==> src/rtl/pc_fault_injector.sv <==
module pc_fault_injector #(
  parameter int PC_W = 16,
  parameter int PN_W = 16,
  parameter logic [PN_W-1:0] PN_TAPS    = 16'hB400,
  parameter logic [PN_W-1:0] DATA_SEED  = 16'hACE1,
  parameter logic [PN_W-1:0] PULSE_SEED = 16'h1D0F,
  parameter logic [PN_W-1:0] TRIG_MASK  = 16'h00F0,
  parameter int CNT_W = 16
) (
  input  logic             clk,
  input  logic             rst_n,
  input  logic             run_en,
  input  logic             wd_detect,
  output logic [PC_W-1:0]  pc_out,
  output logic             inject_strobe,
  output logic [CNT_W-1:0] catch_count
);

  logic [PN_W-1:0]  data_pn, pulse_pn;
  logic [PC_W-1:0]  pc_q;
  logic [CNT_W-1:0] cnt_q;
  logic             armed_q, det_q;
  logic             fire, det_rise, credit;

  function automatic logic [PN_W-1:0] pn_step(input logic [PN_W-1:0] s);
    return {s[PN_W-2:0], ^(s & PN_TAPS)};
  endfunction

  assign fire     = run_en && ((pulse_pn & TRIG_MASK) == TRIG_MASK);
  assign det_rise = wd_detect && !det_q;
  assign credit   = det_rise && armed_q;

  always_ff @(posedge clk or negedge rst_n) begin
    if (!rst_n) begin
      data_pn  <= DATA_SEED;
      pulse_pn <= PULSE_SEED;
      pc_q     <= '0;
    end else if (run_en) begin
      data_pn  <= pn_step(data_pn);
      pulse_pn <= pn_step(pulse_pn);
      pc_q     <= fire ? data_pn[PC_W-1:0] : pc_q + 1'b1;
    end
  end

  always_ff @(posedge clk or negedge rst_n) begin
    if (!rst_n) begin
      det_q   <= 1'b0;
      armed_q <= 1'b0;
      cnt_q   <= '0;
    end else begin
      det_q   <= wd_detect;
      armed_q <= fire || (armed_q && !det_rise);
      if (credit && !(&cnt_q)) cnt_q <= cnt_q + 1'b1;
    end
  end

  assign pc_out        = pc_q;
  assign inject_strobe = fire;
  assign catch_count   = cnt_q;

  AST_HOLD_IDLE: assert property (@(posedge clk) disable iff (!rst_n)
    !run_en |=> $stable(pc_out));
  AST_PC_STEP: assert property (@(posedge clk) disable iff (!rst_n)
    (run_en && !inject_strobe) |=> pc_out == PC_W'($past(pc_out) + 1'b1));
  AST_PC_LOAD: assert property (@(posedge clk) disable iff (!rst_n)
    inject_strobe |=> pc_out == $past(data_pn[PC_W-1:0]));
  AST_PN_LIVE: assert property (@(posedge clk) disable iff (!rst_n)
    data_pn != '0 && pulse_pn != '0);
  AST_CNT_STEP: assert property (@(posedge clk) disable iff (!rst_n)
    catch_count == $past(catch_count) ||
    catch_count == CNT_W'($past(catch_count) + 1'b1));
  AST_NO_OVERFLOW: assert property (@(posedge clk) disable iff (!rst_n)
    (&catch_count) |=> (&catch_count));

endmodule

==> config.mk <==
export PLATFORM = sky130hd
export DESIGN_NAME = pc_fault_injector
export DESIGN_NICKNAME = d
export VERILOG_FILES = /design/src/rtl/pc_fault_injector.sv
export SDC_FILE = /design/constraint.sdc
export NUM_CORES = 1
export LEC_CHECK = 0
export BUFFER_PORTS_ARGS = -buffer_cell sky130_fd_sc_hd__buf_2
export CORE_MARGIN = 1.5
export CORE_UTILIZATION = 52
export DETAILED_ROUTE_END_ITERATION = 10
export HOLD_SLACK_MARGIN = 0.1
export PLACE_DENSITY = 0.75
export REMOVE_ABC_BUFFERS = 1
export SLEW_MARGIN = 0
export SYNTH_ARGS = -nofsm -noshare
export SYNTH_HDL_FRONTEND = slang
export SYNTH_SLANG_ARGS = --single-unit
==> constraint.sdc <==
create_clock -name clk -period 3 [get_ports clk]
set_input_delay 0.45 -clock clk [delete_from_list [all_inputs] [get_ports clk]]
set_output_delay 0.45 -clock clk [all_outputs]
set_load 0.005 [all_outputs]
==> results of run 1 <==
[registers in the layout, summed over array words and instances, names as in the netlist]
name,count
armed_q,1
catch_count,16
pulse_pn,16
pc_out,16
det_q,1
data_pn,16
[logic make-up (layout without fill, tap and decap cells)]
group,Yosys count,count (layout)
multiplexers,38,38
buffers and inverters,18,61
AO/OA/AOI/OAI,37,37
flip-flops,66,66
XOR/XNOR,16,16
adder cells (fa/ha/maj),2,2
AND/OR/NAND/NOR,102,102
[synth_stat cells, types with 6 or more instances]
cell,number
sky130_fd_sc_hd__a211oi_1,7
sky130_fd_sc_hd__a21oi_1,7
sky130_fd_sc_hd__clkbuf_1,6
sky130_fd_sc_hd__dfrtp_1,50
sky130_fd_sc_hd__dfstp_2,16
sky130_fd_sc_hd__mux2_2,33
sky130_fd_sc_hd__nand2_1,18
sky130_fd_sc_hd__nand3_1,13
sky130_fd_sc_hd__nand4_1,10
sky130_fd_sc_hd__nor2_1,18
sky130_fd_sc_hd__nor3_1,8
sky130_fd_sc_hd__xnor2_1,11
[routing by layer]
layer / routed length [um] / share of wire [%] / vias up / global-route usage, %
met2: 2620 / 44 / 65 / 29.7
met4: 112 / 1.9 / 0 / 8.62
li1: - / - / 1112 / -
met1: 2850 / 48 / 1111 / 28.3
met5: 0 / 0 / - / 0
met3: 318 / 5.4 / 13 / 5.84
[cell type report]
type / instances / area (sq um)
multi-input cells: 195 / 1440
repair buffers: 39 / 203
well taps: 75 / 93.8
fillers: 487 / 2310
clock inverters: 2 / 10.0
clock buffers: 14 / 173
flip-flops and latches: 66 / 1670
inverters: 6 / 22.5
[path summary, 6_finish.rpt]
kind,end,start,slack [ps],cells past startpoint
max,inject_strobe,pulse_pn[7]$_DFFE_PN0P_,1000,4
min,det_q$_DFF_PN0_,wd_detect,250,1
max reg2reg,catch_count[1]$_DFFE_PN0P_,catch_count[0]$_DFFE_PN0P_,1090,5
min reg2reg,data_pn[0]$_DFFE_PN1P_,data_pn[0]$_DFFE_PN1P_,500,2
max in group asynchronous,data_pn[12]$_DFFE_PN0P_,rst_n,2190,2
min in group asynchronous,pc_out[13]$_DFFE_PN0P_,rst_n,280,2
[worst register-to-register path: stages, from the launching register on]
cell and delay [ps]:
sky130_fd_sc_hd__dfrtp_1 440, sky130_fd_sc_hd__ha_1 260, sky130_fd_sc_hd__nand4_4 170, sky130_fd_sc_hd__nor4_4 510, sky130_fd_sc_hd__nor2_2 100, sky130_fd_sc_hd__mux2_4 310
[power breakdown]
part	total, W	leakage [nW]	internal (W)	switching, W
Combinational	0.000811	0.722	0.000454	0.000357
Clock	0.000685	0.0965	0.000366	0.000319
Sequential	0.00159	0.772	0.00129	0.000306
Total	0.00309	1.59	0.00211	0.000983
[stage by stage]
| stage | area (sq um) | total power [W] | hold WS, ps | worst slack, ps | cells |
|---|---|---|---|---|---|
| final | 3610 | 0.00309 | 254 | 995 | 397 |
| after global routing | 3610 | 0.00332 | 240 | 885 | 397 |
| after CTS | 3610 | 0.00312 | 240 | 988 | 397 |
| after detailed placement | 3430 | 0.00242 | 486 | 1110 | 381 |
| after global placement | 3430 | 0.00238 | 480 | 1210 | 381 |
| after floorplan | 3130 | 0.00212 | 154 | 1050 | 267 |
==> impl_metrics.prom, run 1 <==
# TYPE chip_impl_metric gauge
chip_impl_metric{name="synthMuxAreaShare",unit="%"} 13.4
chip_impl_metric{name="cp_max_fo",unit=""} 19
chip_impl_info{name="crit_path_top_delay_cell",value="sky130_fd_sc_hd__dfrtp_1"} 1
chip_impl_metric{name="post-route-min-period",unit="ps"} 2000
chip_impl_info{name="outcome",value="finished clean"} 1
chip_impl_metric{name="pin_count_of_the_biggest_net_entering_global_routing",unit=""} 72
chip_impl_metric{name="cts_htree_levels",unit=""} 3
chip_impl_metric{name="post_synth.cell_area_avg",unit="sq um"} 11.4
chip_impl_info{name="rsz0062_at_grt",value="false"} 1
chip_impl_info{name="largest_family_of_logic_cells_by_synthesized_area",value="simple AND/OR/NAND/NOR gates"} 1
chip_impl_info{name="critPathTopFamily",value="buffers and inverters"} 1
chip_impl_metric{name="postLayoutCoreUtil",unit="%"} 60.9
chip_impl_metric{name="synth_simple_gate_area_share",unit="%"} 18.4
chip_impl_metric{name="drt_first_pass_iters",unit=""} 4
chip_impl_metric{name="avgRoutedWirePerCell",unit="um"} 14.8
chip_impl_info{name="most_area_consuming_cells_after_synthesis",value="sky130_fd_sc_hd__dfrtp_1 39%, sky130_fd_sc_hd__dfstp_2 13%, sky130_fd_sc_hd__mux2_2 12%"} 1
chip_impl_metric{name="synth_sequential_area_ratio",unit="%"} 52.4
chip_impl_metric{name="syn2layout_area_growth",unit="%"} 13.2
chip_impl_metric{name="synth.cell_area",unit="sq um"} 3190
chip_impl_metric{name="yosys.area_share.adder",unit="%"} 0.785
chip_impl_metric{name="synth_xor_area_share",unit="%"} 4.40
chip_impl_metric{name="cellPowerDensity",unit="nW/um^2"} 856
chip_impl_metric{name="violation_count_after_the_first_detailed_routing_iteration",unit=""} 172
chip_impl_metric{name="fp.coreArea",unit="sq um"} 5920
chip_impl_metric{name="via_count_of_the_first_global_routing_pass",unit=""} 2187
chip_impl_metric{name="finalMaxSlewViolations",unit=""} 0
chip_impl_metric{name="timing.critical_path.required",unit="ps"} 2550
chip_impl_metric{name="cts_hold_repair.buffers",unit=""} 0
chip_impl_metric{name="cp_peak_stage_delay",unit="ps"} 370
chip_impl_metric{name="worstSkewPairLatency",unit="ps"} 340
chip_impl_info{name="min-delay-path-class",value="primary input to flip-flop"} 1
chip_impl_info{name="cts_tree",value="built"} 1
chip_impl_metric{name="path_buf_inv",unit=""} 2
chip_impl_metric{name="timing.max_slew.rel_slack",unit="%"} 46.6
chip_impl_metric{name="die_y",unit="um"} 81.3
chip_impl_metric{name="detailedPlacementHpwl",unit="um"} 3860
chip_impl_metric{name="die_area",unit="sq um"} 6610
chip_impl_metric{name="fmaxAchievable",unit="GHz"} 0.499
chip_impl_info{name="critical_path.startpoint_type",value="flip-flop"} 1
chip_impl_metric{name="synth.yosys.warnings",unit=""} 0
chip_impl_metric{name="io_buffers",unit=""} 36
chip_impl_info{name="final_common_cell",value="sky130_fd_sc_hd__dfrtp_1"} 1
chip_impl_metric{name="post_cts_buffers",unit=""} 0
chip_impl_metric{name="antenna_left",unit=""} 0
chip_impl_info{name="yosys.area.top_type",value="sky130_fd_sc_hd__dfrtp_1"} 1
chip_impl_info{name="mostFrequentLayoutCells",value="50 x sky130_fd_sc_hd__dfrtp_1, 36 x sky130_fd_sc_hd__buf_2, 33 x sky130_fd_sc_hd__mux2_2"} 1
chip_impl_metric{name="leakagePower",unit="nW"} 1.59
chip_impl_metric{name="number_of_enable_type_register_cells_in_the_synthesized_netlist",unit=""} 0
chip_impl_metric{name="synthCells",unit=""} 279
chip_impl_info{name="postSynth.topFlopCell",value="sky130_fd_sc_hd__dfrtp_1"} 1
chip_impl_metric{name="clkSlewWorstSetupHoldPaths",unit="ps"} 70
chip_impl_info{name="crit_path_end_kind",value="output port"} 1
chip_impl_metric{name="antenna_violations_before_repair",unit=""} 0
chip_impl_metric{name="gr-total-overflow",unit=""} 0
chip_impl_metric{name="cts_num_sinks",unit=""} 66
chip_impl_metric{name="grt_first_pass_wirelength",unit="um"} 10200
chip_impl_metric{name="synth-async-reset-ratio",unit="%"} 100
chip_impl_metric{name="via_per_inst",unit=""} 5.80
chip_impl_metric{name="cts_repair_resize_count",unit=""} 0
chip_impl_info{name="ctsRootBufferMaster",value="sky130_fd_sc_hd__clkbuf_8"} 1
chip_impl_metric{name="timing_worst_slew_pin_value",unit="ps"} 802
chip_impl_metric{name="number_of_buffers_created_by_cts",unit=""} 9
chip_impl_metric{name="max-vdd-ir-drop",unit="mV"} 0.421
chip_impl_metric{name="die_w",unit="um"} 81.3
chip_impl_metric{name="drt_wl_total",unit="um"} 5900
chip_impl_metric{name="cap_viol_max_count",unit=""} 0
chip_impl_metric{name="synth_compound_area_share",unit="%"} 8.01
chip_impl_metric{name="post_layout_nets",unit=""} 323
chip_impl_metric{name="place.gp.congestion",unit=""} 0.844
chip_impl_info{name="cell_breakdown_of_the_critical_path",value="and4_1 -> nand2_1 -> inv_2 -> buf_2"} 1
chip_impl_metric{name="grt_use_total",unit="%"} 20.4
chip_impl_metric{name="synth.ff_latch_count",unit=""} 66
chip_impl_metric{name="final_hold_viol_count",unit=""} 0
chip_impl_metric{name="antennaDiodeCount",unit=""} 0
chip_impl_metric{name="timing.critical_path.arrival",unit="ps"} 1550
chip_impl_metric{name="synthDominantCellAreaShare",unit="%"} 39.2
chip_impl_metric{name="clock_path_buffers",unit=""} 2
chip_impl_metric{name="setup_viol",unit=""} 0
chip_impl_info{name="criticalPathCategory",value="flip-flop to output port"} 1
chip_impl_metric{name="io-pin-count",unit=""} 37
chip_impl_metric{name="finalCritPeriodShare",unit="%"} 66.8
chip_impl_metric{name="post_synth_num_cell_types",unit=""} 45
chip_impl_metric{name="site_row_count",unit=""} 28
chip_impl_metric{name="tns",unit="ps"} 0
chip_impl_metric{name="dr_total_vias",unit=""} 2301
chip_impl_metric{name="fraction_of_final_layout_cells_sized_beyond_drive_strength_1",unit="%"} 34.5
chip_impl_metric{name="worst_clock_skew",unit="ps"} 6.03
chip_impl_metric{name="initial_utilization",unit="%"} 53.8
chip_impl_metric{name="post_route_drc_violation_count",unit=""} 0
(Power assumes the default switching activity.)
==> run 2: changes to the inputs <==
PLACE_DENSITY = 0.78   (was 0.75)
clock period = 1.8 ns   (was 3 ns; I/O delays follow)
==> run 2 against run 1 <==
Routed wire length up 6.3%. Power up 78%. Global-route usage down 0.17 points. Non-clock buffer count up 15. Critical endpoint is now catch_count[1]$_DFFE_PN0P_.
==> impl_metrics.prom, run 2 (synthesis gave the netlist of run 1 again) <==
# TYPE chip_impl_metric gauge
chip_impl_info{name="cts_tree",value="built"} 1
chip_impl_metric{name="die_y",unit="um"} 81.3
chip_impl_info{name="r2r-end",value="catch_count[1]$_DFFE_PN0P_"} 1
chip_impl_metric{name="syn2layout_area_growth",unit="%"} 19.4
chip_impl_metric{name="site_row_count",unit=""} 28
chip_impl_metric{name="final.hold.worst_slack",unit="ps"} 452
chip_impl_info{name="criticalPathCategory",value="flip-flop to flip-flop"} 1
chip_impl_metric{name="cp_max_fo",unit=""} 6
chip_impl_metric{name="post-route-min-period",unit="ps"} 1750
chip_impl_metric{name="switching_share",unit="%"} 31.1
chip_impl_metric{name="drt_first_pass_iters",unit=""} 4
chip_impl_metric{name="timing.critical_path.required",unit="ps"} 2020
chip_impl_metric{name="worstSkewPairLatency",unit="ps"} 340
chip_impl_metric{name="finalMaxSlewViolations",unit=""} 0
chip_impl_metric{name="timing.max_slew.rel_slack",unit="%"} 73.0
chip_impl_info{name="final_common_cell",value="sky130_fd_sc_hd__dfrtp_1"} 1
chip_impl_metric{name="via_per_inst",unit=""} 5.75
chip_impl_info{name="crit_path_end_kind",value="flip-flop"} 1
chip_impl_metric{name="clock_path_buffers",unit=""} 2
chip_impl_metric{name="antenna_left",unit=""} 0
chip_impl_metric{name="combPwrFrac",unit="%"} 27.1
chip_impl_metric{name="final_hold_viol_count",unit=""} 0
chip_impl_info{name="outcome",value="finished clean"} 1
chip_impl_metric{name="place.gp.congestion",unit=""} 0.888
chip_impl_metric{name="leakagePower",unit="nW"} 1.69
chip_impl_metric{name="path_buf_inv",unit=""} 0
chip_impl_metric{name="clk_network_pwr_share",unit="%"} 24.8
chip_impl_metric{name="dr_total_vias",unit=""} 2368
chip_impl_info{name="critical_path.startpoint_type",value="flip-flop"} 1
chip_impl_metric{name="io-pin-count",unit=""} 37
chip_impl_info{name="min-delay-path-class",value="primary input to flip-flop"} 1
chip_impl_info{name="critPathTopFamily",value="simple AND/OR/NAND/NOR gates"} 1
chip_impl_metric{name="max-vdd-ir-drop",unit="mV"} 0.748
chip_impl_metric{name="timing_worst_slew_pin_value",unit="ps"} 402
chip_impl_metric{name="cp_num_cells",unit=""} 5
chip_impl_metric{name="gr-total-overflow",unit=""} 0
chip_impl_metric{name="fmaxAchievable",unit="GHz"} 0.571
chip_impl_metric{name="die_area",unit="sq um"} 6610
chip_impl_metric{name="number_of_buffers_created_by_cts",unit=""} 9
chip_impl_info{name="mostFrequentLayoutCells",value="49 x sky130_fd_sc_hd__dfrtp_1, 36 x sky130_fd_sc_hd__buf_2, 33 x sky130_fd_sc_hd__mux2_2"} 1
chip_impl_metric{name="via_count_of_the_first_global_routing_pass",unit=""} 2163
chip_impl_metric{name="antennaDiodeCount",unit=""} 0
chip_impl_metric{name="postLayoutCoreUtil",unit="%"} 64.3
chip_impl_metric{name="worst_clock_skew",unit="ps"} 12.8
chip_impl_metric{name="initial_utilization",unit="%"} 53.8
chip_impl_metric{name="post_layout_nets",unit=""} 338
chip_impl_metric{name="post-layout-total-power",unit="W"} 0.00549
chip_impl_metric{name="cts_num_sinks",unit=""} 66
chip_impl_metric{name="power.switching",unit="W"} 0.00171
chip_impl_metric{name="share_seq_of_total_power",unit="%"} 48.1
chip_impl_metric{name="reg2reg_setup_slack",unit="ps"} 50
chip_impl_metric{name="cap_viol_max_count",unit=""} 0
chip_impl_metric{name="avgRoutedWirePerCell",unit="um"} 15.2
chip_impl_metric{name="cellPowerDensity",unit="nW/um^2"} 1440
chip_impl_metric{name="grt_use_total",unit="%"} 20.2
chip_impl_metric{name="pin_count_of_the_biggest_net_entering_global_routing",unit=""} 72
chip_impl_metric{name="grt_first_pass_wirelength",unit="um"} 10100
chip_impl_metric{name="cts_htree_levels",unit=""} 3
chip_impl_metric{name="drt_wl_total",unit="um"} 6270
chip_impl_metric{name="cp_peak_stage_delay",unit="ps"} 470
chip_impl_metric{name="antenna_violations_before_repair",unit=""} 0
chip_impl_metric{name="fp.coreArea",unit="sq um"} 5920
chip_impl_metric{name="clkSlewWorstSetupHoldPaths",unit="ps"} 70
chip_impl_metric{name="intPower",unit="W"} 0.00379
chip_impl_metric{name="die_w",unit="um"} 81.3
chip_impl_metric{name="finalCritPeriodShare",unit="%"} 97.4
chip_impl_metric{name="detailedPlacementHpwl",unit="um"} 4070
chip_impl_metric{name="fraction_of_final_layout_cells_sized_beyond_drive_strength_1",unit="%"} 37.7
chip_impl_info{name="endpoint",value="catch_count[1]$_DFFE_PN0P_"} 1
chip_impl_info{name="crit_path_top_delay_cell",value="sky130_fd_sc_hd__nor4_4"} 1
chip_impl_metric{name="timing.critical_path.arrival",unit="ps"} 1970
chip_impl_metric{name="violation_count_after_the_first_detailed_routing_iteration",unit=""} 124
chip_impl_metric{name="tns",unit="ps"} 0
chip_impl_info{name="timing.rr.start",value="catch_count[0]$_DFFE_PN0P_"} 1
chip_impl_info{name="ctsRootBufferMaster",value="sky130_fd_sc_hd__clkbuf_8"} 1
chip_impl_metric{name="io_buffers",unit=""} 36
chip_impl_metric{name="post_route_drc_violation_count",unit=""} 0
chip_impl_info{name="setup.worst_path.start",value="catch_count[0]$_DFFE_PN0P_"} 1
chip_impl_metric{name="setup_viol",unit=""} 0
chip_impl_metric{name="reg2regPathDepth",unit=""} 5
chip_impl_info{name="cell_breakdown_of_the_critical_path",value="ha_2 -> nand4_4 -> nor4_4 -> nor2_2 -> mux2_4"} 1
run 2: changes by cell type in the layout (fill, tap and decap cells not counted), sizes merged:
cell,previous run,this run
bufinv,0,2
clkbuf,14,11
clkinvlp,0,1
dlygate4sd3,0,2
buf,39,52
run 2: per-stage QoR:
step / setup WS (ps) / cell area [sq um] / cells
floorplan: -62.8 / 3130 / 267
global placement: 87.2 / 3550 / 392
detailed placement: 4.21 / 3550 / 392
CTS: 11.4 / 3780 / 410
global route: -30.5 / 3810 / 412
finish: 47.2 / 3810 / 412
run 2: timing repair:
item / in CTS / in global routing
hold endpoints to repair: 51 / 0
buffers inserted: 0 / 2
setup endpoints to repair: 1 / 3
resized for setup: 0 / 4
hold buffers: 2 / 0
pin swaps: 1 / 2
run 2: worst reg2reg max path, delay by kind of cell (launching register included):
kind,cells,cell delay [ps]
and+or+nand+nor,3,740
DFF,1,370
muxes,1,310
adders and majority gates,1,220
run 2: how the worst min path moves through the flow:
stage / start / to / cells after the start
global route: run_en / pulse_pn[0]$_DFFE_PN1P_ / 3
finish: run_en / pulse_pn[0]$_DFFE_PN1P_ / 4
detailed placement: rst_n / pulse_pn[6]$_DFFE_PN0P_ / 2
CTS: run_en / pulse_pn[0]$_DFFE_PN1P_ / 4
floorplan: rst_n / armed_q$_DFF_PN0_ / 0
global placement: rst_n / pc_out[15]$_DFFE_PN0P_ / 2
run 2: cell type report:
cell class | instances | area [sq um]
multi-input cells | 195 | 1440
clock buffers | 11 | 141
well taps | 75 | 93.8
repair buffers | 54 | 358
fillers | 473 | 2110
inverters | 6 | 25.0
clock inverters | 5 | 77.6
flip-flops and latches | 66 | 1670
run 2: per-layer routing:
layer / vias up / part of all wire (%) / GRT usage (%)
met3: 7 / 5.1 / 5.96
met1: 1152 / 47 / 27.3
met4: 0 / 1.0 / 7.41
li1: 1137 / - / -
met2: 72 / 47 / 30.7
met5: - / 0 / 0
run 2: power by group through the flow:
stage	sequential (W)	combinational (W)	clock [W]
global route	0.00274	0.00165	0.00146
detailed placement	0.00266	0.00147	0
floorplan	0.00255	0.000985	0
CTS	0.00263	0.00149	0.00140
finish	0.00264	0.00149	0.00136
global placement	0.00263	0.00141	0
==> run 3: changes to the inputs <==
BUFFER_PORTS_ARGS = -buffer_cell sky130_fd_sc_hd__buf_4   (was -buffer_cell sky130_fd_sc_hd__buf_2)
==> run 3 against run 2 <==
Power down 4.4%. Worst setup slack better by 8.6 ps. Cell area up 0.72%. Global-route usage up 0.71 points. Clock power down 22%. Hold slack worse by 36 ps. Critical path depth unchanged. Final cell count down 0.24%. Utilization up 0.46 points. Via count up 1.1%. Clock-buffer cell count up 2. Sequential share of layout area down 0.32 points. Highest routed layer unchanged.
==> impl_metrics.prom, run 3 (synthesis gave the netlist of run 1 again) <==
# TYPE chip_impl_metric gauge
chip_impl_metric{name="drt_first_pass_iters",unit=""} 4
chip_impl_info{name="rsz0062_at_grt",value="true"} 1
chip_impl_info{name="cell_breakdown_of_the_critical_path",value="ha_2 -> nand4_4 -> nor4_4 -> nor2_2 -> mux2_4"} 1
chip_impl_metric{name="setup_slack",unit="ps"} 55.8
chip_impl_metric{name="timing.critical_path.required",unit="ps"} 2020
chip_impl_metric{name="leakagePower",unit="nW"} 1.68
chip_impl_info{name="critical_path.startpoint_type",value="flip-flop"} 1
chip_impl_info{name="min-delay-path-class",value="primary input to async pin"} 1
chip_impl_metric{name="syn2layout_area_growth",unit="%"} 20.3
chip_impl_metric{name="cp_num_cells",unit=""} 5
chip_impl_metric{name="cellPowerDensity",unit="nW/um^2"} 1370
chip_impl_metric{name="io-pin-count",unit=""} 37
chip_impl_metric{name="post-route-min-period",unit="ps"} 1740
chip_impl_metric{name="finalMaxSlewViolations",unit=""} 0
chip_impl_info{name="critPathTopFamily",value="simple AND/OR/NAND/NOR gates"} 1
chip_impl_metric{name="intPower",unit="W"} 0.00358
chip_impl_metric{name="die_y",unit="um"} 81.3
chip_impl_metric{name="number_of_buffers_created_by_cts",unit=""} 9
chip_impl_metric{name="antennaDiodeCount",unit=""} 0
chip_impl_info{name="crit_path_top_delay_cell",value="sky130_fd_sc_hd__nor4_4"} 1
chip_impl_metric{name="power.switching",unit="W"} 0.00167
chip_impl_metric{name="grt_first_pass_wirelength",unit="um"} 10500
chip_impl_metric{name="grt_use_total",unit="%"} 20.9
chip_impl_metric{name="reg2regPathDepth",unit=""} 5
chip_impl_metric{name="post_route_drc_violation_count",unit=""} 0
chip_impl_metric{name="antenna_violations_before_repair",unit=""} 0
chip_impl_metric{name="die_area",unit="sq um"} 6610
chip_impl_metric{name="antenna_left",unit=""} 0
chip_impl_metric{name="violation_count_after_the_first_detailed_routing_iteration",unit=""} 166
chip_impl_info{name="final_common_cell",value="sky130_fd_sc_hd__dfrtp_1"} 1
chip_impl_metric{name="clk_network_pwr_share",unit="%"} 20.2
chip_impl_metric{name="postLayoutCoreUtil",unit="%"} 64.8
chip_impl_metric{name="worst_clock_skew",unit="ps"} 9.53
chip_impl_metric{name="post_layout_nets",unit=""} 337
chip_impl_metric{name="finalCritPeriodShare",unit="%"} 96.9
chip_impl_info{name="mostFrequentLayoutCells",value="49 x sky130_fd_sc_hd__dfrtp_1, 48 x sky130_fd_sc_hd__buf_4, 33 x sky130_fd_sc_hd__mux2_2"} 1
chip_impl_info{name="crit_path_end_kind",value="flip-flop"} 1
chip_impl_metric{name="clock_path_buffers",unit=""} 2
chip_impl_metric{name="initial_utilization",unit="%"} 53.8
chip_impl_metric{name="share_seq_of_total_power",unit="%"} 50.2
chip_impl_metric{name="switching_share",unit="%"} 31.8
chip_impl_metric{name="timing_worst_slew_pin_value",unit="ps"} 444
chip_impl_metric{name="cts_htree_levels",unit=""} 3
chip_impl_info{name="outcome",value="finished clean"} 1
chip_impl_info{name="criticalPathCategory",value="flip-flop to flip-flop"} 1
chip_impl_metric{name="clkSlewWorstSetupHoldPaths",unit="ps"} 70
chip_impl_metric{name="die_w",unit="um"} 81.3
chip_impl_metric{name="via_per_inst",unit=""} 5.82
chip_impl_metric{name="detailedPlacementHpwl",unit="um"} 4240
chip_impl_metric{name="final_hold_viol_count",unit=""} 0
chip_impl_metric{name="reg2reg_setup_slack",unit="ps"} 60
chip_impl_metric{name="io_buffers",unit=""} 36
chip_impl_metric{name="place.gp.congestion",unit=""} 0.804
chip_impl_metric{name="path_buf_inv",unit=""} 0
chip_impl_metric{name="cp_peak_stage_delay",unit="ps"} 490
chip_impl_metric{name="cts_num_sinks",unit=""} 66
chip_impl_metric{name="gr-total-overflow",unit=""} 0
chip_impl_metric{name="dr_total_vias",unit=""} 2393
chip_impl_metric{name="pin_count_of_the_biggest_net_entering_global_routing",unit=""} 72
chip_impl_metric{name="combPwrFrac",unit="%"} 29.6
chip_impl_metric{name="cp_max_fo",unit=""} 8
chip_impl_metric{name="cap_viol_max_count",unit=""} 0
chip_impl_metric{name="max-vdd-ir-drop",unit="mV"} 0.598
chip_impl_metric{name="via_count_of_the_first_global_routing_pass",unit=""} 2228
chip_impl_metric{name="fraction_of_final_layout_cells_sized_beyond_drive_strength_1",unit="%"} 36.9
chip_impl_metric{name="avgRoutedWirePerCell",unit="um"} 15.1
chip_impl_metric{name="place_ws",unit="ps"} 49.3
chip_impl_metric{name="fp.coreArea",unit="sq um"} 5920
chip_impl_metric{name="drt_wl_total",unit="um"} 6210
chip_impl_info{name="ctsRootBufferMaster",value="sky130_fd_sc_hd__clkbuf_8"} 1
chip_impl_metric{name="timing.max_slew.rel_slack",unit="%"} 70.2
chip_impl_metric{name="setup_viol",unit=""} 0
chip_impl_metric{name="site_row_count",unit=""} 28
chip_impl_metric{name="timing.critical_path.arrival",unit="ps"} 1960
chip_impl_metric{name="fmaxAchievable",unit="GHz"} 0.573
chip_impl_metric{name="total_of_fill_cells_in_the_finished_design",unit=""} 488
chip_impl_info{name="cts_tree",value="built"} 1
chip_impl_metric{name="worstSkewPairLatency",unit="ps"} 330
run 3: cell types whose count changed in the layout (fill, tap and decap cells not counted), sizes merged:
cell | before | now
clkinv | 2 | 3
buf | 52 | 51
bufinv | 2 | 0
clkbuf | 11 | 13
clkinvlp | 1 | 0
run 3: repair_timing:
item	in CTS	in global routing
hold endpoints to repair	27	0
hold buffers	2	0
endpoints found under the setup margin	0	3
buffers inserted	0	0
gates resized for setup	0	4
run 3: path summary, 6_finish.rpt:
check,start,endpoint
setup / recovery,catch_count[1]$_DFFE_PN0P_,catch_count[1]$_DFFE_PN0P_
hold / removal,rst_n,pc_out[13]$_DFFE_PN0P_
setup reg to reg,catch_count[1]$_DFFE_PN0P_,catch_count[1]$_DFFE_PN0P_
hold reg to reg,pulse_pn[14]$_DFFE_PN0P_,pulse_pn[15]$_DFFE_PN0P_
max in group asynchronous,rst_n,data_pn[10]$_DFFE_PN1P_
min in group clk,run_en,data_pn[0]$_DFFE_PN1P_
run 3: routing by layer:
metal	part of all wire, %	GRT usage [%]
met4	1.3	6.72
met1	46	28.3
met3	4.4	5.28
met2	49	32.9
met5	0	0
run 3: power by group through the flow:
stage               combinational [W]  sequential, W  clock, W
global placement              0.00151        0.00262         0
finish                        0.00155        0.00264   0.00106
global route                  0.00173        0.00274   0.00116
detailed placement            0.00156        0.00267         0
floorplan                    0.000985        0.00255         0
CTS                           0.00157        0.00264   0.00109
run 3: layout make-up:
cell class / count / area [sq um] / area share [%]
clock buffers: 13 / 149 / 3.88
clock inverters: 3 / 15.0 / 0.392
inverters: 6 / 25.0 / 0.653
multi-input cells: 195 / 1440 / 37.5
flip-flops and latches: 66 / 1670 / 43.6
well taps: 75 / 93.8 / 2.45
repair buffers: 53 / 440 / 11.5
run 3: stage by stage:
stage / cell area [sq um] / total power, W / hold slack (ps) / setup TNS, ps / instances
2_1_floorplan: 3130 / 0.00353 / -25.6 / -62.8 / 267
3_3_place_gp: 3640 / 0.00413 / 238 / 0 / 393
3_5_place_dp: 3640 / 0.00422 / 239 / 0 / 393
4_1_cts: 3830 / 0.00530 / 417 / 0 / 411
5_1_grt: 3830 / 0.00562 / 456 / -48.4 / 411
6_report: 3830 / 0.00525 / 416 / 0 / 411
